--- config.mk ---
export PLATFORM = sky130hd
export DESIGN_NAME = lsu_top
export DESIGN_NICKNAME = d
export VERILOG_FILES = /design/src/rtl/lsu_pkg.sv /design/src/rtl/lsu_ctrl.sv /design/src/rtl/lsu_datapath.sv /design/src/rtl/lsu_top.sv
export SDC_FILE = /design/constraint.sdc
export NUM_CORES = 1
export LEC_CHECK = 0
export BUFFER_PORTS_ARGS = -buffer_cell sky130_fd_sc_hd__buf_2
export CAP_MARGIN = 5
export CELL_PAD_IN_SITES_DETAIL_PLACEMENT = 0
export CELL_PAD_IN_SITES_GLOBAL_PLACEMENT = 2
export CORE_ASPECT_RATIO = 0.75
export CORE_UTILIZATION = 24
export DETAILED_ROUTE_END_ITERATION = 10
export PLACE_DENSITY = 0.94
export REMOVE_ABC_BUFFERS = 1
export SYNTH_ARGS = -nofsm -noshare
export SYNTH_HDL_FRONTEND = slang
export SYNTH_HIERARCHICAL = 1
export SYNTH_SLANG_ARGS = --single-unit
--- constraint.sdc ---
create_clock -name clk -period 3.3 [get_ports clk]
set_clock_uncertainty 0.15 [all_clocks]
set_input_delay 0 -clock clk [delete_from_list [all_inputs] [get_ports clk]]
set_output_delay 0 -clock clk [all_outputs]
set_load 0.01 [all_outputs]
--- src/rtl/lsu_pkg.sv ---
package lsu_pkg;
  typedef enum logic [1:0] {
    SZ_BYTE = 2'd0,
    SZ_HALF = 2'd1,
    SZ_WORD = 2'd2,
    SZ_DBL  = 2'd3
  } accSize_e;

  typedef struct packed {
    logic memEn;
    logic memWe;
    logic captureLoad;
  } ctrlStrobes_t;

  localparam logic [7:0] OP_LD_B = 8'h71;
  localparam logic [7:0] OP_LD_H = 8'h69;
  localparam logic [7:0] OP_LD_W = 8'h61;
  localparam logic [7:0] OP_LD_D = 8'h79;
  localparam logic [7:0] OP_ST_B = 8'h73;
  localparam logic [7:0] OP_ST_H = 8'h6b;
  localparam logic [7:0] OP_ST_W = 8'h63;
  localparam logic [7:0] OP_ST_D = 8'h7b;
endpackage

--- src/rtl/lsu_ctrl.sv ---
module lsu_ctrl
  import lsu_pkg::*;
#(
  parameter int LANE_BITS = 3
) (
  input  logic                 clk,
  input  logic                 rstN,
  input  logic                 reqValid,
  input  logic [7:0]           reqOp,
  input  logic [LANE_BITS-1:0] eaLow,
  output ctrlStrobes_t         strobes,
  output accSize_e             accSize,
  output logic                 loadValid,
  output logic                 storeDone,
  output logic                 trapMisaligned,
  output logic                 trapIllegal
);
  logic opLegal, opStore, addrAligned;
  logic [LANE_BITS-1:0] alignMask;

  always_comb begin
    opLegal = 1'b1;
    opStore = 1'b0;
    accSize = SZ_BYTE;
    unique case (reqOp)
      OP_LD_B: accSize = SZ_BYTE;
      OP_LD_H: accSize = SZ_HALF;
      OP_LD_W: accSize = SZ_WORD;
      OP_LD_D: accSize = SZ_DBL;
      OP_ST_B: begin accSize = SZ_BYTE; opStore = 1'b1; end
      OP_ST_H: begin accSize = SZ_HALF; opStore = 1'b1; end
      OP_ST_W: begin accSize = SZ_WORD; opStore = 1'b1; end
      OP_ST_D: begin accSize = SZ_DBL;  opStore = 1'b1; end
      default: opLegal = 1'b0;
    endcase
  end

  always_comb begin
    alignMask = LANE_BITS'((1 << accSize) - 1);
    addrAligned = (eaLow & alignMask) == '0;
  end

  always_comb begin
    strobes.memEn       = reqValid && opLegal && addrAligned;
    strobes.memWe       = strobes.memEn && opStore;
    strobes.captureLoad = strobes.memEn && !opStore;
  end

  always_ff @(posedge clk) begin
    if (!rstN) begin
      loadValid      <= 1'b0;
      storeDone      <= 1'b0;
      trapMisaligned <= 1'b0;
      trapIllegal    <= 1'b0;
    end else begin
      loadValid      <= strobes.captureLoad;
      storeDone      <= strobes.memWe;
      trapMisaligned <= reqValid && opLegal && !addrAligned;
      trapIllegal    <= reqValid && !opLegal;
    end
  end

  p_illegal_no_access_r7: assert property (@(posedge clk) disable iff (!rstN)
    (reqValid && !opLegal) |-> (!strobes.memEn ##1 trapIllegal));

  p_misalign_trap_r6: assert property (@(posedge clk) disable iff (!rstN)
    (reqValid && opLegal && accSize != SZ_BYTE && eaLow[0]) |=> trapMisaligned);

  p_byte_never_misaligned_r6: assert property (@(posedge clk) disable iff (!rstN)
    (reqValid && opLegal && accSize == SZ_BYTE) |=> !trapMisaligned);

  p_load_latency_r8: assert property (@(posedge clk) disable iff (!rstN)
    strobes.captureLoad |=> (loadValid && !storeDone));

  p_store_latency_r8: assert property (@(posedge clk) disable iff (!rstN)
    strobes.memWe |=> (storeDone && !loadValid));

  p_one_response_r9: assert property (@(posedge clk) disable iff (!rstN)
    $onehot0({loadValid, storeDone, trapMisaligned, trapIllegal}));

  p_response_needs_request_r9: assert property (@(posedge clk) disable iff (!rstN)
    !reqValid |=> !(loadValid || storeDone || trapMisaligned || trapIllegal));
endmodule

--- src/rtl/lsu_datapath.sv ---
module lsu_datapath
  import lsu_pkg::*;
#(
  parameter int DATA_W = 64,
  parameter int ADDR_W = 64,
  parameter int OFF_W  = 16,
  localparam int LANES     = DATA_W / 8,
  localparam int LANE_BITS = $clog2(LANES)
) (
  input  logic                 clk,
  input  logic                 rstN,
  input  ctrlStrobes_t         strobes,
  input  accSize_e             accSize,
  input  logic [ADDR_W-1:0]    reqBase,
  input  logic [OFF_W-1:0]     reqOffset,
  input  logic [DATA_W-1:0]    reqStoreData,
  output logic [LANE_BITS-1:0] eaLow,
  output logic [ADDR_W-1:0]    memAddr,
  output logic [LANES-1:0]     memStrb,
  output logic [DATA_W-1:0]    memWdata,
  input  logic [DATA_W-1:0]    memRdata,
  output logic [DATA_W-1:0]    loadData
);
  logic [ADDR_W-1:0]    effAddr;
  logic [LANES-1:0]     sizeLanes;
  logic [LANE_BITS-1:0] laneQ;
  accSize_e             sizeQ;
  logic [DATA_W-1:0]    shiftedRd;
  logic [DATA_W-1:0]    keepMask;

  assign effAddr = reqBase + {{(ADDR_W-OFF_W){reqOffset[OFF_W-1]}}, reqOffset};
  assign eaLow   = effAddr[LANE_BITS-1:0];
  assign memAddr = effAddr;

  genvar g;
  generate
    for (g = 0; g < LANES; g++) begin : g_lane
      assign sizeLanes[g] = (g < (1 << accSize));
    end
  endgenerate

  assign memStrb  = strobes.memWe ? (sizeLanes << eaLow) : '0;
  assign memWdata = reqStoreData << {eaLow, 3'b000};

  always_ff @(posedge clk) begin
    if (!rstN) begin
      laneQ <= '0;
      sizeQ <= SZ_BYTE;
    end else if (strobes.captureLoad) begin
      laneQ <= eaLow;
      sizeQ <= accSize;
    end
  end

  always_comb begin
    shiftedRd = memRdata >> {laneQ, 3'b000};
    unique case (sizeQ)
      SZ_BYTE: keepMask = DATA_W'({8{1'b1}});
      SZ_HALF: keepMask = DATA_W'({16{1'b1}});
      SZ_WORD: keepMask = DATA_W'({32{1'b1}});
      default: keepMask = '1;
    endcase
    loadData = shiftedRd & keepMask;
  end

  p_strobe_width_r5: assert property (@(posedge clk) disable iff (!rstN)
    strobes.memWe |-> ($countones(memStrb) == (1 << accSize)));

  p_no_read_strobe_r5: assert property (@(posedge clk) disable iff (!rstN)
    (strobes.memEn && !strobes.memWe) |-> (memStrb == '0));

  p_access_aligned_r6: assert property (@(posedge clk) disable iff (!rstN)
    strobes.memEn |-> ((memAddr[LANE_BITS-1:0] & LANE_BITS'((1 << accSize) - 1)) == '0));

  p_zero_ext_r4: assert property (@(posedge clk) disable iff (!rstN)
    (strobes.captureLoad && accSize == SZ_BYTE) |=> (loadData[DATA_W-1:8] == '0));
endmodule

--- src/rtl/lsu_top.sv ---
module lsu_top
  import lsu_pkg::*;
#(
  parameter int DATA_W = 64,
  parameter int ADDR_W = 64,
  parameter int OFF_W  = 16,
  localparam int LANES     = DATA_W / 8,
  localparam int LANE_BITS = $clog2(LANES)
) (
  input  logic              clk,
  input  logic              rstN,
  input  logic              reqValid,
  input  logic [7:0]        reqOp,
  input  logic [ADDR_W-1:0] reqBase,
  input  logic [OFF_W-1:0]  reqOffset,
  input  logic [DATA_W-1:0] reqStoreData,
  output logic              memEn,
  output logic              memWe,
  output logic [ADDR_W-1:0] memAddr,
  output logic [LANES-1:0]  memStrb,
  output logic [DATA_W-1:0] memWdata,
  input  logic [DATA_W-1:0] memRdata,
  output logic              loadValid,
  output logic [DATA_W-1:0] loadData,
  output logic              storeDone,
  output logic              trapMisaligned,
  output logic              trapIllegal
);
  ctrlStrobes_t         strobes;
  accSize_e             accSize;
  logic [LANE_BITS-1:0] eaLow;

  lsu_ctrl #(.LANE_BITS(LANE_BITS)) u_ctrl (
    .clk(clk), .rstN(rstN), .reqValid(reqValid), .reqOp(reqOp), .eaLow(eaLow),
    .strobes(strobes), .accSize(accSize), .loadValid(loadValid),
    .storeDone(storeDone), .trapMisaligned(trapMisaligned), .trapIllegal(trapIllegal)
  );

  lsu_datapath #(.DATA_W(DATA_W), .ADDR_W(ADDR_W), .OFF_W(OFF_W)) u_dp (
    .clk(clk), .rstN(rstN), .strobes(strobes), .accSize(accSize),
    .reqBase(reqBase), .reqOffset(reqOffset), .reqStoreData(reqStoreData),
    .eaLow(eaLow), .memAddr(memAddr), .memStrb(memStrb), .memWdata(memWdata),
    .memRdata(memRdata), .loadData(loadData)
  );

  assign memEn = strobes.memEn;
  assign memWe = strobes.memWe;

  p_reset_quiet_r9: assert property (@(posedge clk)
    !rstN |=> !(loadValid || storeDone || trapMisaligned || trapIllegal));
endmodule

==> results.cfg <==
[run_status]
outcome = completed

[yosys]
syn_area_um2 = 8205
ys_seq_area_share_pct = 2.196
synthArstFlopShare_pct = 0
ys_ff_latch = 9
postSynthCellCount = 1227
yosysTopAreaCellShare_pct = 12.32
yosys.area.top_type = mux2i_1
ys.flop_type = dfxtp_1
synthTopCellsByCount = 153 x nand2_1, 138 x nor2_1, 133 x a21oi_1
yosys_warnings = 6
ys_types = 78
postSynthAreaPerCell_um2 = 6.687
synth_edf_count = 0
synth_most_common_cell = nand2_1
ys_top_cells_by_area = mux2i_1 12%, ha_1 9.6%, a21oi_1 8.1%

[clocking]
cts_setup_buffers = 0
numCtsBuffers = 3
clk_pin_slew_ns = 0.04
cts.sinks = 9
max-clock-path-buffers = 2
cts_root_buffer = clkbuf_16
htreeDepth = 1
cts_tree = built
clock_latency_ns = 0.23

[timing]
fin_crit_ns = 3.151
slew_viol_final = 0
period_share_pct = 95.48
worst_pin_slew_ns = 0.7869
fin_hold_ws_ns = 0.08706
max_freq_ghz = 0.3174
tns_ns = 0
finalSetupViolCount = 0
rsz0062_at_grt = no
max_slew_margin_pct = 47.47
hold_viol = 0

[final_layout]
drive_gt1_share_pct = 33.52
nets = 1889
fin_area_um2 = 10990
area_delta_synth_final_pct = 33.88
n_fill_cell = 3721

[floorplan]
dieArea_um2 = 34940
dieHeight_um = 162.1
rows = 58
ios = 425
coreArea_um2 = 33600
die_w_um = 215.5
start_util_pct = 24.42

[detailed_routing]
vias = 10860
drtIter0Drc = 863
drt_wl_total_mm = 40.65
first_pass_iters = 5
ant_nets = 0
drc_errors = 0
vias_per_cell = 5.270
routedWlPerCell_um = 19.73

[critical_path]
startpoint_type = primary input
cp_top_family = simple AND/OR/NAND/NOR gates
cp_max_fo = 28
critPathArrivalTime_ns = 3.00
path_buf_inv = 3
crit_chain = clkbuf_4 -> buf_12 -> ha_1 -> nand4_1 -> or3_1 -> o211ai_1 -> or2_2 -> a21oi_1 -> o21ai_0 -> xor2_1 -> buf_2
r2r-start = u_dp/laneQ[2]
path_class = primary input to primary output
crit_path_end_kind = primary output
critPathRequiredTime_ns = 3.15
r2r_end = u_dp/laneQ[2]
critical_path.slowest_cell = ha_1
ff2ff_setup_slack_ns = 1.51
worstRegToRegCells = 3
slowest_delay_ns = 0.46

[placed_design]
gp_congestion = 1.018
dpl.hpwl_mm = 34.67
postPlaceCellArea_um2 = 10820
portBuffers = 424

[worst_hold_path]
holdPathEnd = u_ctrl/storeDone
min_path_type = primary input to register
min_from = reqOp[4]
whs_path_depth = 3

[job]
maxCapViolCount = 0

[power]
p_leak_nw = 5.059
power_density_nw_per_um2 = 245.9
ir_drop_mv = 0.1284
power.total_mw = 2.701

[grt]
gr-total-overflow = 0
grt_pass1_wl_mm = 60.80
antenna_found_initial = 8
grt_max_degree = 73
grtUsageTotal_pct = 22.02
first_global_vias = 10140
-- cell type report --
cell class / count / area, um2 / share of cell area (%)
multi-input combinational: 1111 / 7620 / 69.36
timing repair buffer: 460 / 2450 / 22.30
tap: 450 / 563.0 / 5.125
sequential: 9 / 182.7 / 1.663
clock buffer: 4 / 78.83 / 0.7175
inverter: 21 / 78.83 / 0.7175
antenna: 5 / 12.51 / 0.1139
-- placed cells by master, fill, tap and decap left out, types with 9 or more instances in the layout --
cell	n
buf_2	423
nand2_1	153
nor2_1	138
a21oi_1	133
mux2i_1	101
o21ai_0	93
ha_1	62
xnor2_1	36
nor2b_1	32
and2_1	28
buf_4	26
mux2_2	25
xor2_1	23
a211oi_1	23
a21o_1	21
nand3_1	20
nand4_1	20
inv_1	19
nor3_1	19
mux4_2	16
o31ai_1	15
o21bai_1	13
o211ai_1	11
o22ai_1	10
nand2b_1	9
-- repair_timing --
action,in CTS,in global routing
resized for setup,0,1
hold buffers,7,0
endpoints found under the hold margin,8,0
endpoints found under the setup margin,0,4
-- metrics by stage --
step	utilization, %	instances	setup WS (ns)
3_3_place_gp	32.21	2044	0.2176
5_1_grt	32.70	2060	0.01858
4_1_cts	32.65	2055	0.1623
6_report	32.70	2060	0.1493
3_5_place_dp	32.21	2044	0.1629
2_1_floorplan	-	1141	-2.733
-- sequential cells by signal, indices dropped and copies added (netlist names) --
name	flops
u_ctrl/loadValid	1
u_ctrl/storeDone	1
u_ctrl/trapIllegal	1
u_ctrl/trapMisaligned	1
u_dp/laneQ	3
u_dp/sizeQ	2
-- power breakdown --
group          total, mW  leakage (nW)  switching (mW)  internal [mW]
sequential         0.111        0.0738         0.00118          0.110
clock              0.218        0.0382          0.0559          0.162
combinational       2.37          4.95            1.43          0.946
-- worst max-delay path by stage --
| stage | depth (start not counted) | endpoint | from |
|---|---|---|---|
| final | 11 | memAddr[42] | reqOffset[15] |
| after global routing | 11 | memAddr[62] | reqOffset[15] |
| after CTS | 11 | memAddr[42] | reqOffset[15] |
| after detailed placement | 11 | memAddr[42] | reqOffset[15] |
| after global placement | 11 | memAddr[42] | reqOffset[15] |
| after floorplan | 10 | u_dp/laneQ[0] | reqBase[0] |
-- worst reg2reg max path, delay by kind of cell (launching register included) --
kind / cells / cell delay, ns
buffers and inverters: 1 / 0.46
flip-flops: 1 / 0.82
AND/OR/NAND/NOR: 1 / 0.15
multiplexers: 1 / 0.15
-- metal layers --
metal	GRT usage [%]	vias to the layer above	share of wire, %
met4	4.578	4	1.4
met3	3.464	36	7.0
met1	30.88	5095	46
li1	-	5249	-
met5	0	-	0.076
met2	35.37	473	45
-- cell families after synthesis --
group	share of synthesized area, %
AND/OR/NAND/NOR	26.35
buffers and inverters	5.413
multiplexers	20.14
flip-flops	2.196
XOR/XNOR	6.404
adder cells (fa/ha/maj)	9.851
AO/OA/AOI/OAI	29.64
Power figures use the tool's default switching activity.
